$ cat config.mk
export PLATFORM = sky130hd
export DESIGN_NAME = tw_reg_master
export DESIGN_NICKNAME = d
export VERILOG_FILES = /design/src/rtl/tw_pkg.sv /design/src/rtl/tw_sclk_div.sv /design/src/rtl/tw_frame_ctl.sv /design/src/rtl/tw_reg_master.sv
export SDC_FILE = /design/constraint.sdc
export NUM_CORES = 1
export LEC_CHECK = 0
export ABC_AREA = 0
export BUFFER_PORTS_ARGS = -buffer_cell sky130_fd_sc_hd__buf_2
export CORE_ASPECT_RATIO = 1.4
export CORE_MARGIN = 5
export CORE_UTILIZATION = 35
export DETAILED_ROUTE_END_ITERATION = 10
export GPL_TIMING_DRIVEN = 0
export PLACE_DENSITY = 0.64
export SLEW_MARGIN = 20
export SYNTH_ARGS = -nofsm -noshare
export SYNTH_HDL_FRONTEND = slang
export SYNTH_HIERARCHICAL = 1
export SYNTH_SLANG_ARGS = --single-unit
$ cat constraint.sdc
create_clock -name clk -period 6.3 [get_ports clk]
set_input_delay 0 -clock clk [delete_from_list [all_inputs] [get_ports clk]]
set_output_delay 0 -clock clk [all_outputs]
set_load 0.05 [all_outputs]
$ cat src/rtl/tw_pkg.sv
package tw_pkg;
  localparam int FRAME_BITS = 16;
  localparam int BYTE_BITS  = 8;

  typedef enum logic [1:0] {
    ST_IDLE  = 2'd0,
    ST_SHIFT = 2'd1,
    ST_GAP   = 2'd2
  } tw_state_e;

  typedef struct packed {
    logic                 start;
    logic [BYTE_BITS-1:0] addr;
    logic [BYTE_BITS-1:0] data;
  } tw_cmd_t;
endpackage

$ cat src/rtl/tw_sclk_div.sv
module tw_sclk_div #(
  parameter int HALF_DIV = 4
) (
  input  logic clk,
  input  logic rst_n,
  input  logic run,
  output logic tick
);
  localparam int CW = (HALF_DIV > 1) ? $clog2(HALF_DIV) : 1;
  localparam logic [CW-1:0] LAST = CW'(HALF_DIV - 1);

  logic [CW-1:0] cnt_q;

  assign tick = run && (cnt_q == LAST);

  always_ff @(posedge clk or negedge rst_n) begin
    if (!rst_n) cnt_q <= '0;
    else if (!run || tick) cnt_q <= '0;
    else cnt_q <= cnt_q + 1'b1;
  end
endmodule

$ cat src/rtl/tw_frame_ctl.sv
module tw_frame_ctl
  import tw_pkg::*;
(
  input  logic                 clk,
  input  logic                 rst_n,
  input  logic                 start,
  input  logic [BYTE_BITS-1:0] addr,
  input  logic [BYTE_BITS-1:0] wdata,
  input  logic                 tick,
  input  logic                 sdi,
  output logic                 run,
  output logic                 done,
  output logic                 rx_valid,
  output logic [BYTE_BITS-1:0] rx_byte,
  output logic                 sclk,
  output logic                 cs_n,
  output logic                 sdo,
  output logic                 oe
);
  tw_state_e             st_q;
  logic [FRAME_BITS-1:0] tx_q;
  logic [3:0]            bit_q;
  logic                  is_wr_q;
  logic                  gap_q;

  assign run = (st_q != ST_IDLE);
  assign sdo = oe & tx_q[FRAME_BITS-1];

  always_ff @(posedge clk or negedge rst_n) begin
    if (!rst_n) begin
      st_q     <= ST_IDLE;
      tx_q     <= '0;
      bit_q    <= '0;
      is_wr_q  <= 1'b0;
      gap_q    <= 1'b0;
      sclk     <= 1'b0;
      cs_n     <= 1'b1;
      oe       <= 1'b0;
      done     <= 1'b0;
      rx_valid <= 1'b0;
      rx_byte  <= '0;
    end else begin
      done     <= 1'b0;
      rx_valid <= 1'b0;
      unique case (st_q)
        ST_IDLE: if (start) begin
          st_q    <= ST_SHIFT;
          tx_q    <= {addr, wdata};
          is_wr_q <= addr[BYTE_BITS-1];
          bit_q   <= '0;
          cs_n    <= 1'b0;
          oe      <= 1'b1;
          sclk    <= 1'b0;
        end
        ST_SHIFT: if (tick) begin
          if (!sclk) begin
            sclk <= 1'b1;
            if (!is_wr_q && bit_q[3]) rx_byte <= {rx_byte[BYTE_BITS-2:0], sdi};
          end else begin
            sclk <= 1'b0;
            if (bit_q == 4'd15) begin
              st_q  <= ST_GAP;
              cs_n  <= 1'b1;
              oe    <= 1'b0;
              gap_q <= 1'b0;
            end else begin
              bit_q <= bit_q + 4'd1;
              tx_q  <= {tx_q[FRAME_BITS-2:0], 1'b0};
              oe    <= is_wr_q || (bit_q < 4'd7);
            end
          end
        end
        ST_GAP: if (tick) begin
          gap_q <= 1'b1;
          if (gap_q) begin
            st_q     <= ST_IDLE;
            done     <= 1'b1;
            rx_valid <= !is_wr_q;
          end
        end
        default: st_q <= ST_IDLE;
      endcase
    end
  end
endmodule

$ cat src/rtl/tw_reg_master.sv
module tw_reg_master
  import tw_pkg::*;
#(
  parameter int HALF_DIV = 4
) (
  input  logic        clk,
  input  logic        rst_n,
  input  logic        cmd_wr,
  input  logic [16:0] cmd_wdata,
  output logic [16:0] cmd_rd,
  output logic [7:0]  rd_data,
  output logic        ser_clk,
  output logic        ser_cs_n,
  output logic        ser_do,
  output logic        ser_oe,
  input  logic        ser_di
);
  tw_cmd_t        cmd_in;
  logic           busy_q;
  logic [7:0]     addr_q, data_q, rd_q;
  logic           accept, run, tick, done, rx_valid;
  logic [7:0]     rx_byte;

  assign cmd_in = cmd_wdata;
  assign accept = cmd_wr && cmd_in.start && !busy_q;
  assign cmd_rd  = {busy_q, addr_q, data_q};
  assign rd_data = rd_q;

  always_ff @(posedge clk or negedge rst_n) begin
    if (!rst_n) begin
      busy_q <= 1'b0;
      addr_q <= '0;
      data_q <= '0;
      rd_q   <= '0;
    end else begin
      if (accept) begin
        busy_q <= 1'b1;
        addr_q <= cmd_in.addr;
        data_q <= cmd_in.data;
      end else if (done) begin
        busy_q <= 1'b0;
      end
      if (rx_valid) rd_q <= rx_byte;
    end
  end

  tw_sclk_div #(.HALF_DIV(HALF_DIV)) div_i (
    .clk(clk), .rst_n(rst_n), .run(run), .tick(tick)
  );

  tw_frame_ctl ctl_i (
    .clk(clk), .rst_n(rst_n), .start(accept),
    .addr(cmd_in.addr), .wdata(cmd_in.data),
    .tick(tick), .sdi(ser_di), .run(run), .done(done),
    .rx_valid(rx_valid), .rx_byte(rx_byte),
    .sclk(ser_clk), .cs_n(ser_cs_n), .sdo(ser_do), .oe(ser_oe)
  );
endmodule

Word level (Yosys, flattened, before mapping) --
Cells that the tools add are included. Widths: inputs -> output; s select.
Cells by class: reductions and logical operators 22, $lt $le $gt $ge 1, eq/ne operators 11, mux-type cells 44, add/sub/neg operators 2, div/mod/pow operators 0, bitwise gates (word level) 2, multipliers 0, shift operators 0
Operators with widths (count):
- $mux 16 | 4
- $pmux 16 s2 | 1
- $mux 1 | 22
- $mux 4 | 4
- $reduce_and 5->1 | 3
- $mux 2 | 7
- $ne 2x2->1 const B | 4
- $pmux 1 s2 | 4
- $pmux 4 s2 | 1
- $reduce_and 4->1 | 2
- $reduce_bool 2->1 | 4
- $ne 2x1->1 const B | 3
- $pmux 2 s3 | 1
- $reduce_and 6->1 | 1
- $add 4x1->4 const B | 1
- $eq 2x2->1 const B | 2
- $eq 4x4->1 const B | 1
- $logic_and 1x1->1 | 4
- $lt 4x3->1 const B | 1
- $logic_not 1->1 | 3
- $reduce_and 3->1 | 1
- $add 2x1->2 const B | 1
- $eq 2x1->1 const B | 1
- $logic_not 2->1 | 1
- other kinds (4) | 5
Word-level totals: memory bits (read-only) 0, memories kept 0, flip-flop bits (word level) 64, RAM bits 0, latch bits 0, logic and storage cells 98

Logic depth before layout (Yosys ltp) --
Gate-level depths: netlist of the first run.
depth in word-level cells 6, depth in mapped cells 8

Cells and area by module --
Netlist of the first run, hierarchy kept.
Modules (own cells, without submodules):
- tw_frame_ctl | area an instance 1800.5 um2, times used 1, cells an instance 135
- tw_reg_master | area an instance 982.2 um2, times used 1, cells an instance 56
- tw_sclk_div | area an instance 91.3 um2, times used 1, cells an instance 6

Worst setup path after synthesis of the first run --
OpenSTA, ideal clock, no wires.
path type register to register, start point register busy_q, end point register ctl_i.tx_q[4], data arrival time 1899 ps, path slack 4276 ps, cell stages (with the launch flop) 9, cells stage by stage dfrtp_1 -> nand3b_4 -> buf_6 -> inv_1 -> or3b_1 -> buf_6 -> o21ai_4 -> buf_12 -> mux2_4
On the way: word-level cells in the longest chain between the ends 4
RTL lines:
- start: declaration | line tw_reg_master.sv:19 | logic busy_q;
- start signal: assignment | line tw_reg_master.sv:31 | busy_q <= 1'b0;
- start signal: assignment | line tw_reg_master.sv:37 | busy_q <= 1'b1;
- start signal: assignment | line tw_reg_master.sv:41 | busy_q <= 1'b0;
- $logic_not 1->1 | line tw_reg_master.sv:25 | assign accept = cmd_wr && cmd_in.start && !busy_q;
- $logic_and 1x1->1 | line tw_reg_master.sv:25
- via accept | line tw_reg_master.sv:21 | logic accept, run, tick, done, rx_valid;
- $ne 2x2->1 (no line)
- $reduce_and 5->1 (no line)
- end signal: assignment | line tw_frame_ctl.sv:48 | tx_q <= {addr, wdata};
- end signal: assignment | line tw_frame_ctl.sv:68 | tx_q <= {tx_q[FRAME_BITS-2:0], 1'b0};
- end: declaration | line tw_frame_ctl.sv:21 | logic [FRAME_BITS-1:0] tx_q;
The timed path passes the listed nets, and every way through them passes these cells. A chain may end at the register's enable or synchronous reset.

Worst setup path after layout of the first run --
start point register busy_q, end point register ctl_i.tx_q[5]
Same word-level chain as after synthesis.

==> impl_metrics.env, run 1 <==
export IMPL_status="finished, final reports clean"
export IMPL_fin_area_sq_um=3760
export IMPL_nFillCells=759
export IMPL_dieArea_sq_um=10100
export IMPL_grt_max_degree=43
export IMPL_die_w_um=86.6
export IMPL_nets=299
export IMPL_synthAdderAreaFrac_pct=1.22
export IMPL_setup_viol=0
export IMPL_ant_nets=0
export IMPL_ys_seq_area_share_pct=55.8
export IMPL_place_area_sq_um=3270
export IMPL_hold_viol_final=0
export IMPL_rr_endpoint="ctl_i/tx_q[5]"
export IMPL_r2r_start="busy_q"
export IMPL_crit_path_end="ctl_i/tx_q[5]"
export IMPL_synth_simple_area_share_pct=7.31
export IMPL_drc=0
export IMPL_synth_seq_cells=64
export IMPL_tightestPinTransition_ns=0.406
export IMPL_dp_slack_ns=4.04
export IMPL_gp_congestion=0.774
export IMPL_grt_pass1_wl_um=9000
export IMPL_layout_commonest_cell="dfrtp_1"
export IMPL_finalCriticalPeriod_ns=2.26
export IMPL_fmax_mhz=443
export IMPL_ir_drop_mv=0.144
export IMPL_finalSetupTns_ns=0
export IMPL_synth_compound_area_share_pct=4.53
export IMPL_synth_top_area_share_pct=54.9
export IMPL_die_y_um=117
export IMPL_drt_initial_drc_count=83
export IMPL_min_path_type="in -> async"
export IMPL_end_kind="flop"
export IMPL_maxSlewViolCount=0
export IMPL_area_growth_pct=31.0
export IMPL_hpwl_um=3660
export IMPL_fp_coreArea_sq_um=8100
export IMPL_diodes=0
export IMPL_period_share_pct=35.8
export IMPL_drt_pass1_iter_count=4
export IMPL_drt_total_wl_um=5280
export IMPL_overflow=0
export IMPL_via_count=1784
export IMPL_synthXorXnorAreaFrac_pct=0
export IMPL_synth_mux_area_fraction_pct=26.9
export IMPL_viasPerCell=4.66
export IMPL_final_util_pct=46.5
export IMPL_post_cts_setup_buffer_count=0
export IMPL_fin_ws_ns=4.04
export IMPL_track_usage_pct=11.8
export IMPL_wl_per_cell_um=13.8
export IMPL_required_ns=6.51
export IMPL_synth_ff_type="dfrtp_1"
export IMPL_grt_pass1_vias=1849
export IMPL_crit_path_start_kind="flop"
export IMPL_initial_core_util_pct=35.5
export IMPL_synth_top_family_by_area="multiplexers"
export IMPL_post_synth_cell_area_avg_sq_um=14.6
export IMPL_async_flop_share_pct=100
export IMPL_worstPathMaxFanout=10
export IMPL_ctsLongestPathBuffers=2
export IMPL_final_cells=383
export IMPL_antenna_found_initial=0
export IMPL_drive_above_1_share_pct=51.2
export IMPL_yosysUniqueCellTypes=40
export IMPL_ys_top_cells_by_area="dfrtp_1, mux2_2, mux2_4"
export IMPL_rsz0062_at_grt="no"
export IMPL_cts_tree="yes"
export IMPL_layout_common_cells="dfrtp_1, buf_2, mux2_2"
export IMPL_path_class="reg -> reg"
export IMPL_skew_ns=0.00230
export IMPL_worstPathArrival_ns=2.47
export IMPL_synth_top_cell_by_area="dfrtp_1"
export IMPL_cts_num_sinks=64
export IMPL_rows=39
export IMPL_clk_pin_slew_worst_paths_ns=0.05
export IMPL_root_buffer="clkbuf_16"
export IMPL_cap_violations=0
export IMPL_p_leak_uw=0.00192
export IMPL_cts_max_level=3
export IMPL_critPathLaunch="busy_q"
export IMPL_syn_nets=220
export IMPL_synth_edf_count=0
export IMPL_relSlewSlack_pct=72.8
export IMPL_pin_count=50
export IMPL_syn_area_sq_um=2870
export IMPL_ys_warn_count=6
export IMPL_ff2ff_setup_slack_ns=4.04
export IMPL_powerDensity_nw_per_um2=276
export IMPL_dp_cells=349
export IMPL_clk_latency_ns=0.33
export IMPL_postSynthCellCount=197
export IMPL_cts_buffers=9
export IMPL_io_buffers=49
export IMPL_reg2regPathDepth=8
## where the power goes
| group | internal, uW | switching (uW) | total, uW |
|---|---|---|---|
| Sequential | 424 | 9.84 | 434 |
| Clock | 356 | 164 | 520 |
| Combinational | 38.0 | 45.8 | 83.9 |
| Total | 819 | 220 | 1040 |
## cells by family after synthesis
family                   Yosys count
multiplexers                      64
flip-flops                        64
AND/OR/NAND/NOR                   29
AO/OA/AOI/OAI                     19
buffers and inverters             18
adder cells (fa/ha/maj)            3
## per-layer routing
| metal | wire length, um | track usage, % | part of all wire, % | vias to the layer above |
|---|---|---|---|---|
| met5 | 0 | 0 | 0 | - |
| met4 | 138 | 6.86 | 2.6 | 0 |
| met3 | 314 | 3.92 | 5.9 | 10 |
| met2 | 2600 | 18.5 | 49 | 42 |
| met1 | 2230 | 14.1 | 42 | 878 |
| li1 | - | - | - | 854 |
## critical path, stage by stage, from the launching register on
cell and delay [ns]:
dfrtp_1 0.38, nand3b_4 0.27, buf_6 0.22, inv_1 0.11, or3b_1 0.37, buf_6 0.14, o21ai_4 0.16, buf_12 0.20
mux2_4 0.30
## cell usage after synthesis, drive strengths merged, types with 2 or more instances
| library cell | number |
|---|---|
| a21oi | 5 |
| and2 | 2 |
| buf | 9 |
| dfrtp | 63 |
| ha | 2 |
| inv | 9 |
| mux2 | 63 |
| nand2 | 6 |
| nand3 | 3 |
| nor2 | 3 |
| nor2b | 2 |
| nor3b | 3 |
| o21ai | 6 |
| o31ai | 2 |
| or3b | 2 |
## sequential cells by signal, summed over array words and instances, names as in the netlist
signal,flops
ctl_i/is_wr_q,1
div_i/cnt_q,2
rd_data,8
ctl_i/rx_byte,8
ctl_i/oe,1
ctl_i/gap_q,1
ctl_i/rx_valid,1
addr_q,8
data_q,8
ctl_i/tx_q,16
ctl_i/cs_n,1
ctl_i/sclk,1
busy_q,1
ctl_i/bit_q,4
ctl_i/done,1
ctl_i/st_q,2
## timing repair
item,in CTS,in global routing
endpoints found under the setup margin,0,0
resized for setup,0,0
hold endpoints to repair,81,0
hold buffers,18,0
## how the worst min path moves through the flow
stage | startpoint | to | slack, ns | cells after the start
after floorplan | rst_n | addr_q[0] | -0.30 | 0
after CTS | rst_n | addr_q[0] | 0.11 | 2
final | rst_n | addr_q[0] | 0.10 | 2
after global placement | ser_di | ctl_i/rx_byte[0] | 0.24 | 2
after detailed placement | rst_n | addr_q[0] | -0.08 | 1
after global routing | rst_n | addr_q[0] | 0.13 | 2
## cell type report
type	instances	area, sq um	area share, %
Sequential cell	64	1600	42.6
Multi-Input combinational cell	115	1150	30.5
Timing Repair Buffer	68	448	11.9
Clock buffer	13	250	6.65
Tap cell	102	128	3.39
Buffer	9	90.1	2.39
Clock inverter	3	65.1	1.73
Inverter	9	33.8	0.897
## metrics by stage
stage | total power [uW] | hold WS [ns]
5_1_grt | 1080 | 0.132
6_report | 1040 | 0.105
2_1_floorplan | 487 | -0.296
3_5_place_dp | 518 | -0.0799
4_1_cts | 1060 | 0.112
3_3_place_gp | 514 | 0.237
(Power assumes the default switching activity.)
==> inputs of run 2 (changes only) <==
--- a/config.mk
+++ b/config.mk
@@ -5,7 +5,7 @@
 export SDC_FILE = /design/constraint.sdc
 export NUM_CORES = 1
 export LEC_CHECK = 0
-export ABC_AREA = 0
+export ABC_AREA = 1
 export BUFFER_PORTS_ARGS = -buffer_cell sky130_fd_sc_hd__buf_2
 export CORE_ASPECT_RATIO = 1.4
 export CORE_MARGIN = 5
==> constraint.sdc (replaced) <==
create_clock -name clk -period 2.2 [get_ports clk]
set_input_delay 0 -clock clk [delete_from_list [all_inputs] [get_ports clk]]
set_output_delay 0 -clock clk [all_outputs]
set_load 0.05 [all_outputs]
==> run 2 against run 1 <==
  * Utilization decreased by 0.44 points
  * Register-to-register slack got worse by 3.6 ns
  * Die area grew 3.9%
  * Sequential power rose to 2.7 times the previous value
  * Critical path type unchanged
  * Largest cell class unchanged
==> impl_metrics.env, run 2 <==
export IMPL_nFillCells=802
export IMPL_hpwl_um=4760
export IMPL_clk_latency_ns=0.33
export IMPL_cts_num_sinks=64
export IMPL_finalSetupTns_ns=0
export IMPL_wl_met2_um=3430
export IMPL_tightestPinTransition_ns=0.286
export IMPL_drt_total_wl_um=6990
export IMPL_hold_viol_final=0
export IMPL_fin_ws_ns=0.487
export IMPL_ant_nets=0
export IMPL_dieArea_sq_um=10600
export IMPL_grt_pass1_wl_um=12000
export IMPL_status="finished, final reports clean"
export IMPL_postSynthCellCount=358
export IMPL_drt_initial_drc_count=124
export IMPL_drt_pass1_iter_count=4
export IMPL_track_usage_pct=14.6
export IMPL_synth_top_cell_by_area="dfrtp_1"
export IMPL_synth_ff_type="dfrtp_1"
export IMPL_period_share_pct=77.8
export IMPL_detail_route_wirelength_met1_um=2890
export IMPL_rsz0062_at_grt="no"
export IMPL_antenna_found_initial=0
export IMPL_cap_violations=0
export IMPL_setup_viol=0
export IMPL_grt_pass1_vias=2607
export IMPL_largest_register_ffs=16
export IMPL_layout_commonest_cell="nand2_1"
export IMPL_min_path_type="in -> reg"
export IMPL_ctsLongestPathBuffers=2
export IMPL_slowest_stage="dfrtp_1"
export IMPL_drive_above_1_share_pct=22.5
export IMPL_die_w_um=88.3
export IMPL_clk_pin_slew_worst_paths_ns=0.05
export IMPL_yosysMostFrequentCell="nand2_1"
export IMPL_critPathMaxStageDelay_ns=0.38
export IMPL_ys_warn_count=6
export IMPL_layout_common_cells="nand2_1, dfrtp_1, buf_2"
export IMPL_cp_common_cell="nand2_1"
export IMPL_synth_top_area_share_pct=52.5
export IMPL_required_ns=2.42
export IMPL_final_util_pct=46.0
export IMPL_cts_buffers=9
export IMPL_worstPathArrival_ns=1.93
export IMPL_crit_path_start_kind="flop"
export IMPL_overflow=0
export IMPL_cts_tree="yes"
export IMPL_cts_resized=0
export IMPL_area_growth_pct=29.8
export IMPL_post_synth_cell_area_avg_sq_um=8.38
export IMPL_viasPerCell=4.66
export IMPL_ys_top_cells_by_area="dfrtp_1, nand2_1, inv_1"
export IMPL_maxSlewViolCount=0
export IMPL_initial_core_util_pct=35.5
export IMPL_p_leak_uw=0.00211
export IMPL_ys_top_cells_by_count="nand2_1, dfrtp_1, inv_1, nand3_1, nand4_1"
export IMPL_syn_nets=381
export IMPL_diodes=0
export IMPL_relSlewSlack_pct=80.9
export IMPL_finalCriticalPeriod_ns=1.71
export IMPL_final_cells=550
export IMPL_fmax_mhz=584
export IMPL_syn_area_sq_um=3000
export IMPL_io_buffers=47
export IMPL_dp_slack_ns=0.484
export IMPL_cts_max_level=3
export IMPL_path_cells="inv_2 > nand3_4 > buf_6 > inv_1 > nand2_1 > nand2_4 > nand2_4 > buf_6 > nand2_1 > nand2_1"
export IMPL_skew_ns=0.00398
export IMPL_dr_wl_met3_um=296
export IMPL_rows=40
export IMPL_root_buffer="clkbuf_16"
export IMPL_wl_per_cell_um=12.7
export IMPL_hold_ws_ns=0.0124
export IMPL_ys_seq_area_share_pct=53.4
export IMPL_end_kind="flop"
export IMPL_dp_cells=511
export IMPL_grt_max_degree=53
export IMPL_path_class="reg -> reg"
export IMPL_async_flop_share_pct=100
export IMPL_die_y_um=120
export IMPL_nets=463
export IMPL_worstPathMaxFanout=10
export IMPL_synth_edf_count=0
export IMPL_powerDensity_nw_per_um2=654
export IMPL_pin_count=50
export IMPL_cts_hold_fix_buffers=23
export IMPL_post_cts_setup_buffer_count=0
export IMPL_yosysUniqueCellTypes=25
export IMPL_fp_coreArea_sq_um=8460
export IMPL_gp_congestion=0.822
export IMPL_dr_max_layer_used="met4"
export IMPL_synth_seq_cells=64
export IMPL_via_count=2562
export IMPL_ir_drop_mv=0.412
export IMPL_drc=0
export IMPL_regMostFlops="ctl_i/tx_q"
## run 2: cell types whose count changed after synthesis, sizes merged, moves of 4 or more
| cell | change |
|---|---|
| nand2 | +157 |
| mux2 | -63 |
| inv | +25 |
| o21ai | +19 |
| nand3 | +18 |
| nand4 | +18 |
| buf | +7 |
| nor2 | +7 |
| a21oi | -4 |
## run 2: cell families after synthesis
group	synth area share (%)
AO/OA/AOI/OAI	5.96
buffers and inverters	8.47
AND/OR/NAND/NOR	31.3
adder cells (fa/ha/maj)	0.834
flip-flops	53.4
## run 2: stage by stage
step	cell area, sq um	power [uW]
global placement	3370	1280
detailed placement	3400	1280
floorplan	3000	1220
global route	3890	2660
CTS	3890	2590
finish	3890	2550
## run 2: layer usage
metal | track usage, % | up-vias
li1 | - | 1295
met1 | 17.4 | 1179
met2 | 22.8 | 58
met3 | 3.43 | 30
met4 | 9.83 | 0
met5 | 0 | -
## run 2: final cells by class
cell class	count	area (sq um)	area share, %
Buffer	16	126	3.25
Clock buffer	12	246	6.33
Clock inverter	4	20.0	0.514
Inverter	34	128	3.28
Multi-Input combinational cell	244	1140	29.4
Sequential cell	64	1600	41.2
Tap cell	105	131	3.37
Timing Repair Buffer	71	495	12.7
## run 2: where the power goes
| part | switching, uW | internal (uW) |
|---|---|---|
| Clock | 475 | 783 |
| Combinational | 58.6 | 49.5 |
| Sequential | 0 | 1180 |
## run 2: worst max-delay path, delay by kind of cell, from the launching register on
family,cells,cell delay (ns)
buffers and inverters,4,0.56
flip-flops,1,0.38
AND/OR/NAND/NOR,6,0.64
## run 2: final timing paths
| kind | startpoint | depth (start not counted) | slack [ns] | endpoint |
|---|---|---|---|---|
| hold / removal | cmd_wdata[16] | 3 | 0.01 | addr_q[5] |
| min in group asynchronous | rst_n | 2 | 0.06 | rd_data[1] |
| max in group asynchronous | rst_n | 3 | 1.59 | ctl_i/cs_n |
| hold reg to reg | ctl_i/done | 1 | 0.45 | busy_q |
| setup reg to reg | busy_q | 10 | 0.49 | ctl_i/tx_q[6] |
| setup / recovery | busy_q | 10 | 0.49 | ctl_i/tx_q[6] |
